===== src/rtl/l2ev_pkg.sv =====
package l2ev_pkg;
  typedef enum logic [2:0] {
    ST_IDLE = 3'd0,
    ST_LOOK = 3'd1,
    ST_L1   = 3'd2,
    ST_BUS  = 3'd3,
    ST_FIN  = 3'd4
  } ev_state_e;
endpackage


===== src/rtl/l2ev_incl_tracker.sv =====
module l2ev_incl_tracker #(
  parameter int NUM_LINES = 16,
  localparam int IDX_W = $clog2(NUM_LINES)
) (
  input  logic             clk_i,
  input  logic             rst_ni,
  input  logic             fill_i,
  input  logic [IDX_W-1:0] fill_idx_i,
  input  logic             drop_i,
  input  logic [IDX_W-1:0] drop_idx_i,
  input  logic             clr_i,
  input  logic [IDX_W-1:0] clr_idx_i,
  input  logic [IDX_W-1:0] rd_idx_i,
  output logic             rd_o
);
  logic [NUM_LINES-1:0] incl_q;

  for (genvar g = 0; g < NUM_LINES; g++) begin : g_line
    logic hit_fill, hit_drop, hit_clr;
    assign hit_fill = fill_i && (fill_idx_i == IDX_W'(g));
    assign hit_drop = drop_i && (drop_idx_i == IDX_W'(g));
    assign hit_clr  = clr_i  && (clr_idx_i  == IDX_W'(g));
    // back-invalidation and drop win over a same-cycle fill
    always_ff @(posedge clk_i or negedge rst_ni) begin
      if (!rst_ni)                  incl_q[g] <= 1'b0;
      else if (hit_clr || hit_drop) incl_q[g] <= 1'b0;
      else if (hit_fill)            incl_q[g] <= 1'b1;
    end
  end

  assign rd_o = incl_q[rd_idx_i];
endmodule


===== src/rtl/l2ev_fsm.sv =====
module l2ev_fsm
  import l2ev_pkg::*;
#(
  parameter int IDX_W = 4
) (
  input  logic             clk_i,
  input  logic             rst_ni,
  input  logic             evict_valid_i,
  input  logic [IDX_W-1:0] evict_idx_i,
  input  logic             evict_mod_i,
  input  logic             evict_notify_i,
  input  logic             incl_i,
  input  logic             iv_ack_i,
  input  logic             iv_dirty_i,
  input  logic             bus_ack_i,
  output logic             ready_o,
  output logic             load_o,
  output logic             take_l1_o,
  output logic             clr_o,
  output logic [IDX_W-1:0] idx_o,
  output logic             iv_req_o,
  output logic             recall_o,
  output logic             bus_req_o,
  output logic             done_o
);
  ev_state_e        state_q, state_d;
  logic [IDX_W-1:0] idx_q;
  logic             mod_q, notify_q;
  logic             need_bus;

  assign need_bus = mod_q || notify_q;
  assign load_o   = (state_q == ST_IDLE) && evict_valid_i;

  always_comb begin
    state_d = state_q;
    unique case (state_q)
      ST_IDLE: if (evict_valid_i) state_d = ST_LOOK;
      ST_LOOK: begin
        if (incl_i)        state_d = ST_L1;
        else if (need_bus) state_d = ST_BUS;
        else               state_d = ST_FIN;
      end
      ST_L1:   if (iv_ack_i)  state_d = need_bus ? ST_BUS : ST_FIN;
      ST_BUS:  if (bus_ack_i) state_d = ST_FIN;
      ST_FIN:  state_d = ST_IDLE;
      default: state_d = ST_IDLE;
    endcase
  end

  always_ff @(posedge clk_i or negedge rst_ni) begin
    if (!rst_ni) begin
      state_q  <= ST_IDLE;
      idx_q    <= '0;
      mod_q    <= 1'b0;
      notify_q <= 1'b0;
    end else begin
      state_q <= state_d;
      if (load_o) begin
        idx_q    <= evict_idx_i;
        mod_q    <= evict_mod_i;
        notify_q <= evict_notify_i;
      end
    end
  end

  assign ready_o   = (state_q == ST_IDLE);
  assign iv_req_o  = (state_q == ST_L1);
  assign recall_o  = mod_q;
  assign bus_req_o = (state_q == ST_BUS);
  assign done_o    = (state_q == ST_FIN);
  assign clr_o     = iv_req_o && iv_ack_i;
  assign take_l1_o = clr_o && mod_q && iv_dirty_i;
  assign idx_o     = idx_q;
endmodule


===== src/rtl/l2ev_wb_data.sv =====
module l2ev_wb_data #(
  parameter int DATA_W = 64
) (
  input  logic              clk_i,
  input  logic              rst_ni,
  input  logic              load_i,
  input  logic [DATA_W-1:0] l2_data_i,
  input  logic              take_l1_i,
  input  logic [DATA_W-1:0] l1_data_i,
  output logic [DATA_W-1:0] data_o
);
  always_ff @(posedge clk_i or negedge rst_ni) begin
    if (!rst_ni)        data_o <= '0;
    else if (load_i)    data_o <= l2_data_i;
    else if (take_l1_i) data_o <= l1_data_i;
  end
endmodule


===== src/rtl/l2_evict_ctrl.sv =====
module l2_evict_ctrl #(
  parameter int NUM_LINES = 16,
  parameter int DATA_W    = 64,
  localparam int IDX_W    = $clog2(NUM_LINES)
) (
  input  logic              clk_i,
  input  logic              rst_ni,
  input  logic              evict_valid_i,
  output logic              evict_ready_o,
  input  logic [IDX_W-1:0]  evict_idx_i,
  input  logic              evict_mod_i,
  input  logic              evict_notify_i,
  input  logic [DATA_W-1:0] evict_data_i,
  input  logic              l1_fill_i,
  input  logic [IDX_W-1:0]  l1_fill_idx_i,
  input  logic              l1_drop_i,
  input  logic [IDX_W-1:0]  l1_drop_idx_i,
  output logic              iv_req_o,
  output logic              iv_recall_o,
  output logic [IDX_W-1:0]  iv_idx_o,
  input  logic              iv_ack_i,
  input  logic              iv_dirty_i,
  input  logic [DATA_W-1:0] iv_data_i,
  output logic              bus_req_o,
  output logic              bus_wb_o,
  output logic [IDX_W-1:0]  bus_idx_o,
  output logic [DATA_W-1:0] bus_data_o,
  input  logic              bus_ack_i,
  output logic              done_o
);
  logic             load, take_l1, clr, incl, recall;
  logic [IDX_W-1:0] idx;

  l2ev_incl_tracker #(.NUM_LINES(NUM_LINES)) u_incl (
    .clk_i      (clk_i),
    .rst_ni     (rst_ni),
    .fill_i     (l1_fill_i),
    .fill_idx_i (l1_fill_idx_i),
    .drop_i     (l1_drop_i),
    .drop_idx_i (l1_drop_idx_i),
    .clr_i      (clr),
    .clr_idx_i  (idx),
    .rd_idx_i   (idx),
    .rd_o       (incl)
  );

  l2ev_fsm #(.IDX_W(IDX_W)) u_fsm (
    .clk_i          (clk_i),
    .rst_ni         (rst_ni),
    .evict_valid_i  (evict_valid_i),
    .evict_idx_i    (evict_idx_i),
    .evict_mod_i    (evict_mod_i),
    .evict_notify_i (evict_notify_i),
    .incl_i         (incl),
    .iv_ack_i       (iv_ack_i),
    .iv_dirty_i     (iv_dirty_i),
    .bus_ack_i      (bus_ack_i),
    .ready_o        (evict_ready_o),
    .load_o         (load),
    .take_l1_o      (take_l1),
    .clr_o          (clr),
    .idx_o          (idx),
    .iv_req_o       (iv_req_o),
    .recall_o       (recall),
    .bus_req_o      (bus_req_o),
    .done_o         (done_o)
  );

  l2ev_wb_data #(.DATA_W(DATA_W)) u_data (
    .clk_i     (clk_i),
    .rst_ni    (rst_ni),
    .load_i    (load),
    .l2_data_i (evict_data_i),
    .take_l1_i (take_l1),
    .l1_data_i (iv_data_i),
    .data_o    (bus_data_o)
  );

  assign iv_recall_o = recall;
  assign bus_wb_o    = recall;
  assign iv_idx_o    = idx;
  assign bus_idx_o   = idx;
endmodule


===== config.mk =====
export PLATFORM = sky130hd
export DESIGN_NAME = l2_evict_ctrl
export DESIGN_NICKNAME = d
export VERILOG_FILES = /design/src/rtl/l2ev_pkg.sv /design/src/rtl/l2ev_incl_tracker.sv /design/src/rtl/l2ev_fsm.sv /design/src/rtl/l2ev_wb_data.sv /design/src/rtl/l2_evict_ctrl.sv
export SDC_FILE = /design/constraint.sdc
export NUM_CORES = 1
export LEC_CHECK = 0
export BUFFER_PORTS_ARGS = -buffer_cell sky130_fd_sc_hd__buf_2
export CAP_MARGIN = 20
export CORE_UTILIZATION = 49
export DETAILED_ROUTE_END_ITERATION = 8
export MAX_ROUTING_LAYER = met4
export PLACE_DENSITY_LB_ADDON = 0.08
export SETUP_SLACK_MARGIN = 0.3
export SYNTH_ARGS = -nofsm -noshare
export SYNTH_HDL_FRONTEND = slang
export SYNTH_SLANG_ARGS = --single-unit

===== constraint.sdc =====
create_clock -name clk_i -period 3.3 [get_ports clk_i]
set_input_delay 0.33 -clock clk_i [delete_from_list [all_inputs] [get_ports clk_i]]
set_output_delay 0.33 -clock clk_i [all_outputs]
set_load 0.05 [all_outputs]

Word level (Yosys, flattened, before mapping)
Cells that the tools add are included.
- order comparisons: 1
- eq/ne operators: 52
- muxes and demuxes: 42
- reduce and logical (&&, ||, !) cells: 91
- operators with widths (operator ; count):
    $mux W64 ; 2
    $eq A4 B4 Y1 const B ; 24
    $logic_and A1 B1 Y1 ; 52
    $eq A4 B3 Y1 const B ; 12
    $reduce_bool A2 Y1 ; 17
    $mux W1 ; 33
    $eq A4 B2 Y1 const B ; 6
    $logic_or A1 B1 Y1 ; 17
    $mux W3 ; 5
    $eq A4 B1 Y1 const B ; 3
    $logic_not A4 Y1 ; 3
    $pmux W3 S4 ; 1
    $eq A3 B2 Y1 const B ; 2
    $lt A4 B5 Y1 const B ; 1
    $bmux W1 S4 ; 1
    $ne A2 B2 Y1 const B ; 2
    $eq A3 B1 Y1 const B ; 1
    $eq A3 B3 Y1 const B ; 1
    $logic_not A3 Y1 ; 1
    $reduce_and A3 Y1 ; 1
    $ne A2 B1 Y1 const B ; 1
- bits in registers: 89
- bits of input ports: 150
- output and inout port bits: 78

Logic depth before layout (Yosys ltp)
Gate-level depths: netlist of run 1.
- depth after elaboration: 6
- mapped depth: 8
- mapped depth without buffers: 4

By module
A second synthesis of run 1 with hierarchy kept.
- cell total of the unflattened synthesis: 412
- area, all modules: 4504.3 um^2
- modules (own cells, without submodules) (module ; times used ; cells each ; area each (um^2) ; seq. area each (um^2)):
    l2ev_wb_data ; 1 ; 277 ; 2965.3 ; 1601.5
    l2ev_incl_tracker ; 1 ; 86 ; 962.2 ; 400.4
    l2ev_fsm ; 1 ; 44 ; 539.3 ; 225.2
    l2_evict_ctrl ; 1 ; 5 ; 37.5 ; 0.0

Worst setup path after synthesis of run 1
OpenSTA, ideal clock, no wires.
- kind: reg-to-reg
- start point: register u_fsm.state_q[0]
- end point: register u_fsm.idx_q[0] (netlist: u_fsm.idx_o[0])
- arrival time: 2521 ps
- required time: 3175 ps
- slack: 654 ps
- cell stages (with the launch flop): 7
- cells stage by stage: dfrtp_1 > buf_2 > nor3_1 > and2_1 > buf_2 > buf_4 > mux2_2
- word-level cells in the longest chain between the ends: 2
- ends and longest elaborated chain (item ; line ; source):
    start, declared ; l2ev_fsm.sv:26 ; ev_state_e state_q, state_d;
    start signal, assigned ; l2ev_fsm.sv:57 ; state_q <= state_d;
    $logic_not A3 Y1 ; n/a ;
    named net evict_ready_o ; l2_evict_ctrl.sv:9 ; output logic evict_ready_o,
    $logic_and A1 B1 Y1 ; l2ev_fsm.sv:32 ; assign load_o = (state_q == ST_IDLE) && evict_valid_i;
    end signal, assigned ; l2ev_fsm.sv:59 ; idx_q <= evict_idx_i;
    end, declared ; l2ev_fsm.sv:27 ; logic [IDX_W-1:0] idx_q;
The timed path passes the listed nets, and every way through them passes these cells.
A chain may end at the register's enable or synchronous reset.

Final worst setup path of run 1
- start point: register u_fsm.state_q[2]
- end point: register u_data.data_o[37]
- word-level cells in the longest chain between the ends: 5
- elaborated cells between the ends (all ways): 8
- classes of those cells: 1 x eq/ne; 1 x mux; 6 x reduce/logical
- ends and longest elaborated chain (item ; line ; source):
    $eq A3 B2 Y1 ; l2ev_fsm.sv:67 ; assign iv_req_o = (state_q == ST_L1);
    $logic_and A1 B1 Y1 ; l2ev_fsm.sv:71 ; assign clr_o = iv_req_o && iv_ack_i;
    $logic_and A1 B1 Y1 (2 in series) ; l2ev_fsm.sv:72 ; assign take_l1_o = clr_o && mod_q && iv_dirty_i;
    $reduce_bool A2 Y1 (no line) ; n/a ;
    end signal, assigned ; l2ev_wb_data.sv:14 ; else if (load_i) data_o <= l2_data_i;
    end signal, assigned ; l2ev_wb_data.sv:15 ; else if (take_l1_i) data_o <= l1_data_i;
    end, declared ; l2ev_wb_data.sv:10 ; output logic [DATA_W-1:0] data_o
Parallel ways exist; a longest one is shown, timed or not.

==> results of run 1 <==
## power groups by stage
stage / clock (W) / combinational (W) / sequential (W)
5_1_grt: 0.000882 / 0.00367 / 0.00203
3_5_place_dp: 0 / 0.00348 / 0.00198
4_1_cts: 0.000843 / 0.00348 / 0.00196
6_report: 0.000828 / 0.00347 / 0.00197
3_3_place_gp: 0 / 0.00343 / 0.00195
2_1_floorplan: 0 / 0.00136 / 0.00328
## how the worst max path moves through the flow
| stage | slack (ns) | from | endpoint | depth (start not counted) |
|---|---|---|---|---|
| detailed placement | 1.00 | u_fsm.state_q[0]$_DFFE_PN0P_ | u_data.data_o[37]$_DFFE_PN0P_ | 5 |
| floorplan | 0.65 | u_fsm.state_q[0]$_DFFE_PN0P_ | u_fsm.idx_o[0]$_DFFE_PN0P_ | 6 |
| global route | 0.80 | u_fsm.state_q[0]$_DFFE_PN0P_ | u_data.data_o[23]$_DFFE_PN0P_ | 5 |
| global placement | 1.10 | u_fsm.state_q[2]$_DFFE_PN0P_ | u_data.data_o[26]$_DFFE_PN0P_ | 5 |
| finish | 0.99 | u_fsm.state_q[2]$_DFFE_PN0P_ | u_data.data_o[37]$_DFFE_PN0P_ | 5 |
| CTS | 1.00 | u_fsm.state_q[2]$_DFFE_PN0P_ | u_data.data_o[37]$_DFFE_PN0P_ | 5 |
## flip-flops by register name, indices dropped and copies added (netlist names)
register,count
u_data.data_o,64
u_incl.incl_q,16
u_fsm.idx_o,4
u_fsm.state_q,3
u_fsm.notify_q,1
u_fsm.recall_o,1
## placed cells by master (no fill, tap or decap), types with 4 or more instances in the layout
cell type / instances
buf_2: 226
dfrtp_1: 89
nand2_1: 70
mux2i_1: 67
o21ai_0: 47
o21ai_1: 20
a221oi_1: 16
a21oi_1: 14
nor2_1: 9
clkbuf_8: 9
nor3b_1: 7
mux2_2: 6
nor2b_1: 6
a31oi_1: 4
buf_4: 4
## metrics by stage
step / utilization / cells / total power (W) / hold WS, ns / setup slack (ns)
after global routing: 0.662 / 744 / 0.00659 / 0.142 / 0.796
after global placement: 0.636 / 727 / 0.00538 / 0.298 / 1.10
final: 0.662 / 744 / 0.00626 / 0.160 / 0.989
after detailed placement: 0.636 / 727 / 0.00545 / 0.301 / 1.00
after CTS: 0.662 / 744 / 0.00629 / 0.150 / 1.00
after floorplan: - / 420 / 0.00465 / 0.0344 / 0.654
## cell families after synthesis
group	count (synthesis)
DFF	89
muxes	76
and+or+nand+nor	110
AOI/OAI and AO/OA	109
buffers and inverters	36
## worst max-delay path: stages, from the launching register on
cell	delay, ns
dfrtp_1	0.48
nand4bb_1	0.46
nor2_8	0.55
buf_12	0.31
mux2i_1	0.26
o21ai_0	0.11
## per-layer routing
layer / global-route usage / wire length [um]
met1: 0.347 / 5090
met2: 0.438 / 5940
met3: 0.0441 / 803
met4: 0.102 / 263
met5: - / 0
## cell type report
cell class                 count  area share
clock buffer                  10      0.0221
clock inverter                 6      0.0160
inverter                       3     0.00195
multi-input combinational    295       0.341
sequential                    89       0.386
tap                          108      0.0234
timing repair buffer         233       0.210
==> flow_metrics.tcl, run 1 <==
set metrics [dict create \
    worstPathArrival_ns 2.56 \
    cts_sinks 89 \
    yosysSeqAreaShare 0.504 \
    area_growth_pct 30.7 \
    yosysMostFrequentCell "dfrtp_1" \
    powerDensity_nw_per_um2 1080 \
    fin_area_um2 5770 \
    htree_levels 3 \
    ant_nets 0 \
    p_leak_nw 2.70 \
    worst-r2r-cell-count 5 \
    clk_pin_slew_ns 0.10 \
    peakVddDrop_mv 0.703 \
    start_util 0.507 \
    synth_edf_count 0 \
    cts_root_buf "clkbuf_8" \
    combPwrFrac 0.554 \
    drc 0 \
    ff2ff_setup_slack_ns 0.99 \
    postRouteWirelength_um 12100 \
    min_period_ns 2.31 \
    worstReg2RegStart "u_fsm.state_q[2]$_DFFE_PN0P_" \
    dpl-instance-area_um2 5540 \
    cts_tree "done" \
    timing.final.crit_share 0.700 \
    p_sw_frac 0.525 \
    multi_input_area_um2 1970 \
    skew_ns 0.0180 \
    post_cts_resized 0 \
    endpoint_kind "flip-flop" \
    seq_area_um2 2230 \
    drive_above_1_share 0.409 \
    grt_pass1_wl_um 19600 \
    grt_pass1_vias 3924 \
    cp.required_ns 3.55 \
    clkLatencyLatePin_ns 0.37 \
    crit_type "flip-flop to flip-flop" \
    io_pins 228 \
    tns_ns 0 \
    n_fill_cell 728 \
    antenna_cells_inserted 0 \
    synthMuxAreaShare 0.182 \
    synth_ff_type "dfrtp_1" \
    slew_viol_final 0 \
    cts_hold_buf 1 \
    p_int_w 0.00297 \
    routedWlPerCell_um 16.3 \
    die_area_um2 9400 \
    synthDistinctLibCells 37 \
    synth_compound_area_frac 0.144 \
    vias_per_cell 5.35 \
    cts_buffers 9 \
    synthTopCellsByCount "dfrtp_1 (89), nand2_1 (70), mux2i_1 (67)" \
    fmax_mhz 433 \
    max_slew_margin 0.549 \
    clockPowerShare 0.132 \
    grt_usage 0.272 \
    final_hold_viol_count 0 \
    hold_class "input port to flip-flop" \
    syn_inst 420 \
    synth_simple_gate_area_frac 0.118 \
    synthXorXnorAreaFrac 0 \
    finalSetupViolations 0 \
    cts_setup_buffers 0 \
    start_kind "flip-flop" \
    ys_top_cells_by_area "dfrtp_1 (50%), mux2i_1 (15%), nand2_1 (5.9%)" \
    ys_ff_latch 89 \
    drtIter0Drc 212 \
    num_rows 34 \
    async_reset_ff_frac 1.00 \
    yosys.area.top_type "dfrtp_1" \
    grt_max_degree 71 \
    cts.path.max_buffers 2 \
    dp_hpwl_um 9130 \
    min_from "evict_data_i[1]" \
    yosysWarnings 0 \
    die-height_um 97.0 \
    reg2reg_to "u_data.data_o[37]$_DFFE_PN0P_" \
    vias 3982 \
    hold_depth 3 \
    grt_setup_unrepaired "no" \
    port_buffers 227 \
    synth_area_um2 4420 \
    synth_top_family_by_area "multiplexers" \
    nets 781 \
    grt_overflow 0 \
    power.switching_w 0.00329 \
    antenna_found_initial 0 \
    cp_max_fo 32 \
    worst_slew_pin_slew_ns 0.675 \
    synth_adder_area_share 0 \
    drt_pass1_iterations 4 \
    core-area_um2 8720 \
    die_w_um 97.0 \
    maxCapViolCount 0 \
    whs_endpoint "u_data.data_o[1]$_DFFE_PN0P_" \
    syn_avg_cell_area_um2 10.5 \
    outcome "finished clean" \
    seqPwrFrac 0.314 \
    gp_congestion 0.929 \
    syn_nets 570 \
    synth_top_cell_area_share 0.504 \
]
(Power assumes the default switching activity.)
==> run 2, diff against run 1 <==
--- a/config.mk
+++ b/config.mk
@@ -7,7 +7,7 @@
 export LEC_CHECK = 0
 export BUFFER_PORTS_ARGS = -buffer_cell sky130_fd_sc_hd__buf_2
 export CAP_MARGIN = 20
-export CORE_UTILIZATION = 49
+export CORE_UTILIZATION = 41
 export DETAILED_ROUTE_END_ITERATION = 8
 export MAX_ROUTING_LAYER = met4
 export PLACE_DENSITY_LB_ADDON = 0.08
==> constraint.sdc (replaced) <==
create_clock -name clk_i -period 2 [get_ports clk_i]
set_input_delay 0.2 -clock clk_i [delete_from_list [all_inputs] [get_ports clk_i]]
set_output_delay 0.2 -clock clk_i [all_outputs]
set_load 0.05 [all_outputs]
==> flow_metrics.tcl, run 2 (synthesized netlist as in run 1, its figures left out) <==
set metrics [dict create \
    drc 0 \
    die_area_um2 11200 \
    p_int_w 0.00496 \
    layout_commonest_cell "buf_2" \
    largest_register_ffs 64 \
    die-height_um 106 \
    powerDensity_nw_per_um2 1750 \
    crit_start "u_fsm.idx_o[1]$_DFFE_PN0P_" \
    min_period_ns 1.69 \
    clk_pin_slew_ns 0.08 \
    antenna_cells_inserted 0 \
    grt_overflow 0 \
    io_pins 228 \
    postRouteWirelength_um 12300 \
    worstPathArrival_ns 1.97 \
    cts_tree "done" \
    start_kind "flip-flop" \
    cts_sinks 89 \
    hold_depth 3 \
    min_from "evict_data_i[50]" \
    num_rows 37 \
    antenna_found_initial 0 \
    crit_type "flip-flop to flip-flop" \
    htree_levels 3 \
    grt_max_degree 85 \
    cts.path.max_buffers 2 \
    die_w_um 106 \
    peakVddDrop_mv 1.02 \
    maxCapViolCount 0 \
    drt_pass1_iterations 4 \
    core-area_um2 10400 \
    cp_slowest_cell "mux4_2" \
    grt_pass1_wl_um 19300 \
    port_buffers 227 \
    ff2ff_setup_slack_ns 0.31 \
    worst-r2r-cell-count 4 \
    finish.utilization 0.576 \
    p_sw_frac 0.525 \
    outcome "finished clean" \
    whs_endpoint "u_data.data_o[50]$_DFFE_PN0P_" \
    cts_root_buf "clkbuf_8" \
    gp_congestion 0.891 \
    dp_hpwl_um 9090 \
    grt_pass1_vias 3956 \
    nets 792 \
    seqPwrFrac 0.308 \
    area_growth_pct 35.2 \
    finalSetupViolations 0 \
    cp_max_fo 5 \
    tns_ns 0 \
    timing.final.crit_share 0.847 \
    grt_setup_unrepaired "yes" \
    slew_viol_final 0 \
    power.switching_w 0.00548 \
    routedWlPerCell_um 15.8 \
    cp.required_ns 2.28 \
    crit_chain "mux4_2 -> mux2_4 -> a32o_2 -> o22ai_2" \
    hold_class "input port to flip-flop" \
    start_util 0.426 \
    clkLatencyLatePin_ns 0.36 \
    final_hold_viol_count 0 \
    clockPowerShare 0.109 \
    reg2reg_to "u_fsm.state_q[0]$_DFFE_PN0P_" \
    endpoint_kind "flip-flop" \
    layout_common_cells "buf_2 (224), dfrtp_1 (87), nand2_1 (70)" \
    drtIter0Drc 252 \
    vias 4014 \
    cts_buffers 9 \
    largest_register "u_data.data_o" \
    ant_nets 0 \
    fmax_mhz 591 \
    vias_per_cell 5.13 \
    grt_usage 0.228 \
    max_slew_margin 0.674 \
    combPwrFrac 0.583 \
    skew_ns 0.00870 \
    p_leak_nw 2.80 \
    drive_above_1_share 0.431 \
    worst_slew_pin_slew_ns 0.487 \
    worstReg2RegStart "u_fsm.idx_o[1]$_DFFE_PN0P_" \
    cpPeakStageDelay_ns 0.51 \
]
## run 2: per-stage QoR
stage	cells	cell area, um2	worst slack [ns]	total power, W	hold slack [ns]
after floorplan	420	4530	0.103	0.00793	-0.0956
after global placement	762	5700	0.274	0.00913	0.181
after detailed placement	762	5700	0.235	0.00924	0.186
after CTS	782	5910	0.293	0.0104	0.0261
after global routing	783	5980	0.228	0.0110	0.0428
final	783	5980	0.307	0.0104	0.0442
## run 2: layer usage
metal / part of all wire / track usage
met1: 0.42 / 0.281
met2: 0.49 / 0.367
met3: 0.068 / 0.0383
met4: 0.023 / 0.107
met5: 0 / -
## run 2: worst max-delay path by stage
stage | end | slack [ns]
floorplan | u_fsm.idx_o[1]$_DFFE_PN0P_ | 0.10
detailed placement | u_fsm.state_q[0]$_DFFE_PN0P_ | 0.24
finish | u_fsm.state_q[0]$_DFFE_PN0P_ | 0.31
global placement | u_fsm.state_q[0]$_DFFE_PN0P_ | 0.27
global route | u_fsm.state_q[0]$_DFFE_PN0P_ | 0.23
CTS | u_fsm.state_q[0]$_DFFE_PN0P_ | 0.29
## run 2: power groups by stage
stage                     Sequential, W  Combinational, W  Clock, W
after detailed placement        0.00324           0.00600         0
after global placement          0.00321           0.00592         0
after floorplan                 0.00543           0.00250         0
final                           0.00321           0.00609   0.00113
after CTS                       0.00320           0.00603   0.00118
after global routing            0.00332           0.00648   0.00126
## run 2: layout make-up
cell class / count / area, um2
clock buffer: 14 / 163
sequential: 89 / 2230
multi-input combinational: 295 / 2040
timing repair buffer: 244 / 1350
tap: 136 / 170
clock inverter: 2 / 12.5
inverter: 3 / 11.3
fill: 945 / 4390
## run 2: worst max-delay path, delay by kind of cell (launching register included)
kind	cells	cell delay (ns)
AO/OA/AOI/OAI	2	0.39
multiplexers	2	0.79
flip-flops	1	0.44
## run 2: timing repair
| item | CTS | global route |
|---|---|---|
| buffers inserted | 3 | 0 |
| gates resized for setup | 1 | 8 |
| hold buffers | 1 | 0 |
| cloned | 0 | 1 |
| pin swaps | 1 | 0 |
| hold endpoints to repair | 34 | 0 |
| endpoints found under the setup margin | 60 | 43 |
==> run 3, diff against run 2 <==
--- a/config.mk
+++ b/config.mk
@@ -5,9 +5,10 @@
 export SDC_FILE = /design/constraint.sdc
 export NUM_CORES = 1
 export LEC_CHECK = 0
+export ABC_AREA = 1
 export BUFFER_PORTS_ARGS = -buffer_cell sky130_fd_sc_hd__buf_2
 export CAP_MARGIN = 20
-export CORE_UTILIZATION = 41
+export CORE_UTILIZATION = 42
 export DETAILED_ROUTE_END_ITERATION = 8
 export MAX_ROUTING_LAYER = met4
 export PLACE_DENSITY_LB_ADDON = 0.08
==> constraint.sdc (replaced) <==
create_clock -name clk_i -period 1.5 [get_ports clk_i]
set_input_delay 0.15 -clock clk_i [delete_from_list [all_inputs] [get_ports clk_i]]
set_output_delay 0.15 -clock clk_i [all_outputs]
set_load 0.05 [all_outputs]
==> flow_metrics.tcl, run 3 <==
set metrics [dict create \
    outcome "finished with violations" \
    violations "setup timing" \
    min_from "evict_mod_i" \
    dp_slack_ns -0.0665 \
    vias 5341 \
    yosysMostFrequentCell "nand2_1" \
    powerDensity_nw_per_um2 2610 \
    synth_ff_type "dfrtp_1" \
    skew_ns 0.00970 \
    grt_max_degree 90 \
    yosysWarnings 0 \
    ff2ff_setup_slack_ns -0.06 \
    dp_hpwl_um 10400 \
    cts_root_buf "clkbuf_8" \
    fmax_mhz 643 \
    worstReg2RegStart "u_fsm.state_q[2]$_DFFE_PN0P_" \
    fin_cells 980 \
    postRouteWirelength_um 17600 \
    drtIter0Drc 404 \
    synthDistinctLibCells 27 \
    yosys.area.top_type "dfrtp_1" \
    area_growth_pct 69.6 \
    dpl-instance-area_um2 6140 \
    die_w_um 108 \
    gp_congestion 0.909 \
    final_hold_viol_count 0 \
    cts_sinks 89 \
    port_buffers 227 \
    n_fill_cell 778 \
    start_util 0.432 \
    peakVddDrop_mv 1.41 \
    grt_pass1_wl_um 25100 \
    io_pins 228 \
    synth_top_cell_area_share 0.476 \
    core-area_um2 10800 \
    reg2reg_to "u_data.data_o[62]$_DFFE_PN0P_" \
    grt_usage 0.289 \
    clkLatencyLatePin_ns 0.36 \
    drt_pass1_iterations 5 \
    crit_type "flip-flop to flip-flop" \
    drive_above_1_share 0.507 \
    clk_pin_slew_ns 0.08 \
    cp.required_ns 1.73 \
    min_period_ns 1.56 \
    syn_avg_cell_area_um2 8.12 \
    hold_depth 2 \
    layout_commonest_cell "buf_2" \
    crit_start "u_fsm.state_q[2]$_DFFE_PN0P_" \
    fin_area_um2 7940 \
    num_rows 38 \
    whs_ns 0.0219 \
    worst_slew_pin_slew_ns 0.527 \
    synthTopCellsByCount "nand2_1 (124), dfrtp_1 (89), nor2_1 (87)" \
    grt_pass1_vias 4955 \
    htree_levels 3 \
    worstSetupEndpoint "u_data.data_o[62]$_DFFE_PN0P_" \
    total_power_w 0.0207 \
    hold_class "input port to flip-flop" \
    syn_inst 576 \
    routedWlPerCell_um 17.9 \
    layout_common_cells "buf_2 (193), nand2_1 (117), dfrtp_1 (83)" \
    synth_edf_count 0 \
    yosysSeqAreaShare 0.476 \
    ant_nets 0 \
    cts_tree "done" \
    dp_cells 925 \
    ys_ff_latch 89 \
    p_leak_nw 3.67 \
    finalSetupViolations 56 \
    antenna_found_initial 0 \
    maxCapViolCount 0 \
    die-height_um 108 \
    synth_area_um2 4680 \
    die_area_um2 11600 \
    timing.final.crit_share 1.04 \
    vias_per_cell 5.45 \
    async_reset_ff_frac 1.00 \
    cts_buffers 9 \
    cts.path.max_buffers 2 \
    largest_register_ffs 64 \
    grt_overflow 0 \
    nets 986 \
    start_kind "flip-flop" \
    max_slew_margin 0.647 \
    largest_register "u_data.data_o" \
    slew_viol_final 0 \
    drc 0 \
    grt_setup_unrepaired "yes" \
    antenna_cells_inserted 0 \
    cp_max_fo 8 \
    worst-r2r-cell-count 8 \
    endpoint_kind "flip-flop" \
    ys_top_cells_by_area "dfrtp_1 (48%), nand2_1 (9.9%), a31oi_1 (8.4%)" \
    worstPathArrival_ns 1.79 \
    worst_slack_ns -0.0559 \
    syn_nets 726 \
]
-- run 3: cell types whose count changed after synthesis, moves of 7 or more --
| cell | before | now |
|---|---|---|
| a31oi_2 | 0 | 10 |
| nor3b_1 | 7 | 0 |
| nand3_1 | 1 | 71 |
| a31oi_1 | 4 | 63 |
| inv_1 | 3 | 31 |
| nor2_1 | 9 | 87 |
| nand2_1 | 70 | 124 |
| o21ai_1 | 20 | 0 |
| buf_2 | 8 | 15 |
| o21ai_0 | 47 | 4 |
| nor2_2 | 0 | 10 |
| a221oi_1 | 16 | 7 |
| mux2i_1 | 67 | 0 |
-- run 3: worst max-delay path, stage by stage, from the launching register on --
cell and delay (ns):
dfrtp_2 0.44, nor2_4 0.12, nand2_4 0.09, nor2_8 0.10, nand3_4 0.14, nand2_8 0.17, buf_12 0.13, buf_16 0.14
a31oi_4 0.08
-- run 3: cell type report --
type	count	area, um2	share of cell area
flip-flops and latches	89	2230	0.282
clock buffers	11	131	0.0166
multi-input cells	411	2940	0.370
inverters	34	150	0.0189
well taps	140	175	0.0221
repair buffers	291	2260	0.285
clock inverters	4	45.0	0.00567
-- run 3: metal layers --
metal | vias up | part of all wire | GRT usage
met5 | - | 0 | -
met4 | 0 | 0.024 | 0.117
met3 | 37 | 0.067 | 0.0448
met2 | 252 | 0.51 | 0.480
met1 | 2574 | 0.40 | 0.351
li1 | 2478 | - | -
-- run 3: how the worst min path moves through the flow --
| stage | to |
|---|---|
| floorplan | u_data.data_o[0]$_DFFE_PN0P_ |
| global placement | u_data.data_o[0]$_DFFE_PN0P_ |
| detailed placement | u_data.data_o[52]$_DFFE_PN0P_ |
| CTS | u_fsm.recall_o$_DFFE_PN0P_ |
| global route | u_fsm.recall_o$_DFFE_PN0P_ |
| finish | u_fsm.recall_o$_DFFE_PN0P_ |
-- run 3: cells by family after synthesis --
family / share of synthesized area
AND/OR/NAND/NOR: 0.280
AO/OA/AOI/OAI: 0.153
flip-flops: 0.476
buffers and inverters: 0.0858
multiplexers: 0.00481
-- run 3: repair_timing --
item                                    CTS  global route
pin swaps                                24            17
buffers inserted                         19             6
gates resized for setup                 118            87
endpoints found under the hold margin    89             0
endpoints found under the setup margin  109           111
hold buffers                              1             0
gates cloned                             11             3
-- run 3: power breakdown --
group	internal (W)	switching (W)	leakage (nW)
clock	0.000756	0.000851	0.0929
combinational	0.00558	0.00905	2.57
sequential	0.00357	0.000882	1.00
-- run 3: per-stage QoR --
| stage | utilization | setup TNS (ns) |
|---|---|---|
| floorplan | - | -0.0327 |
| global placement | 0.566 | -0.0343 |
| detailed placement | 0.566 | -1.39 |
| CTS | 0.670 | -0.0495 |
| global route | 0.732 | -6.46 |
| finish | 0.732 | -1.64 |
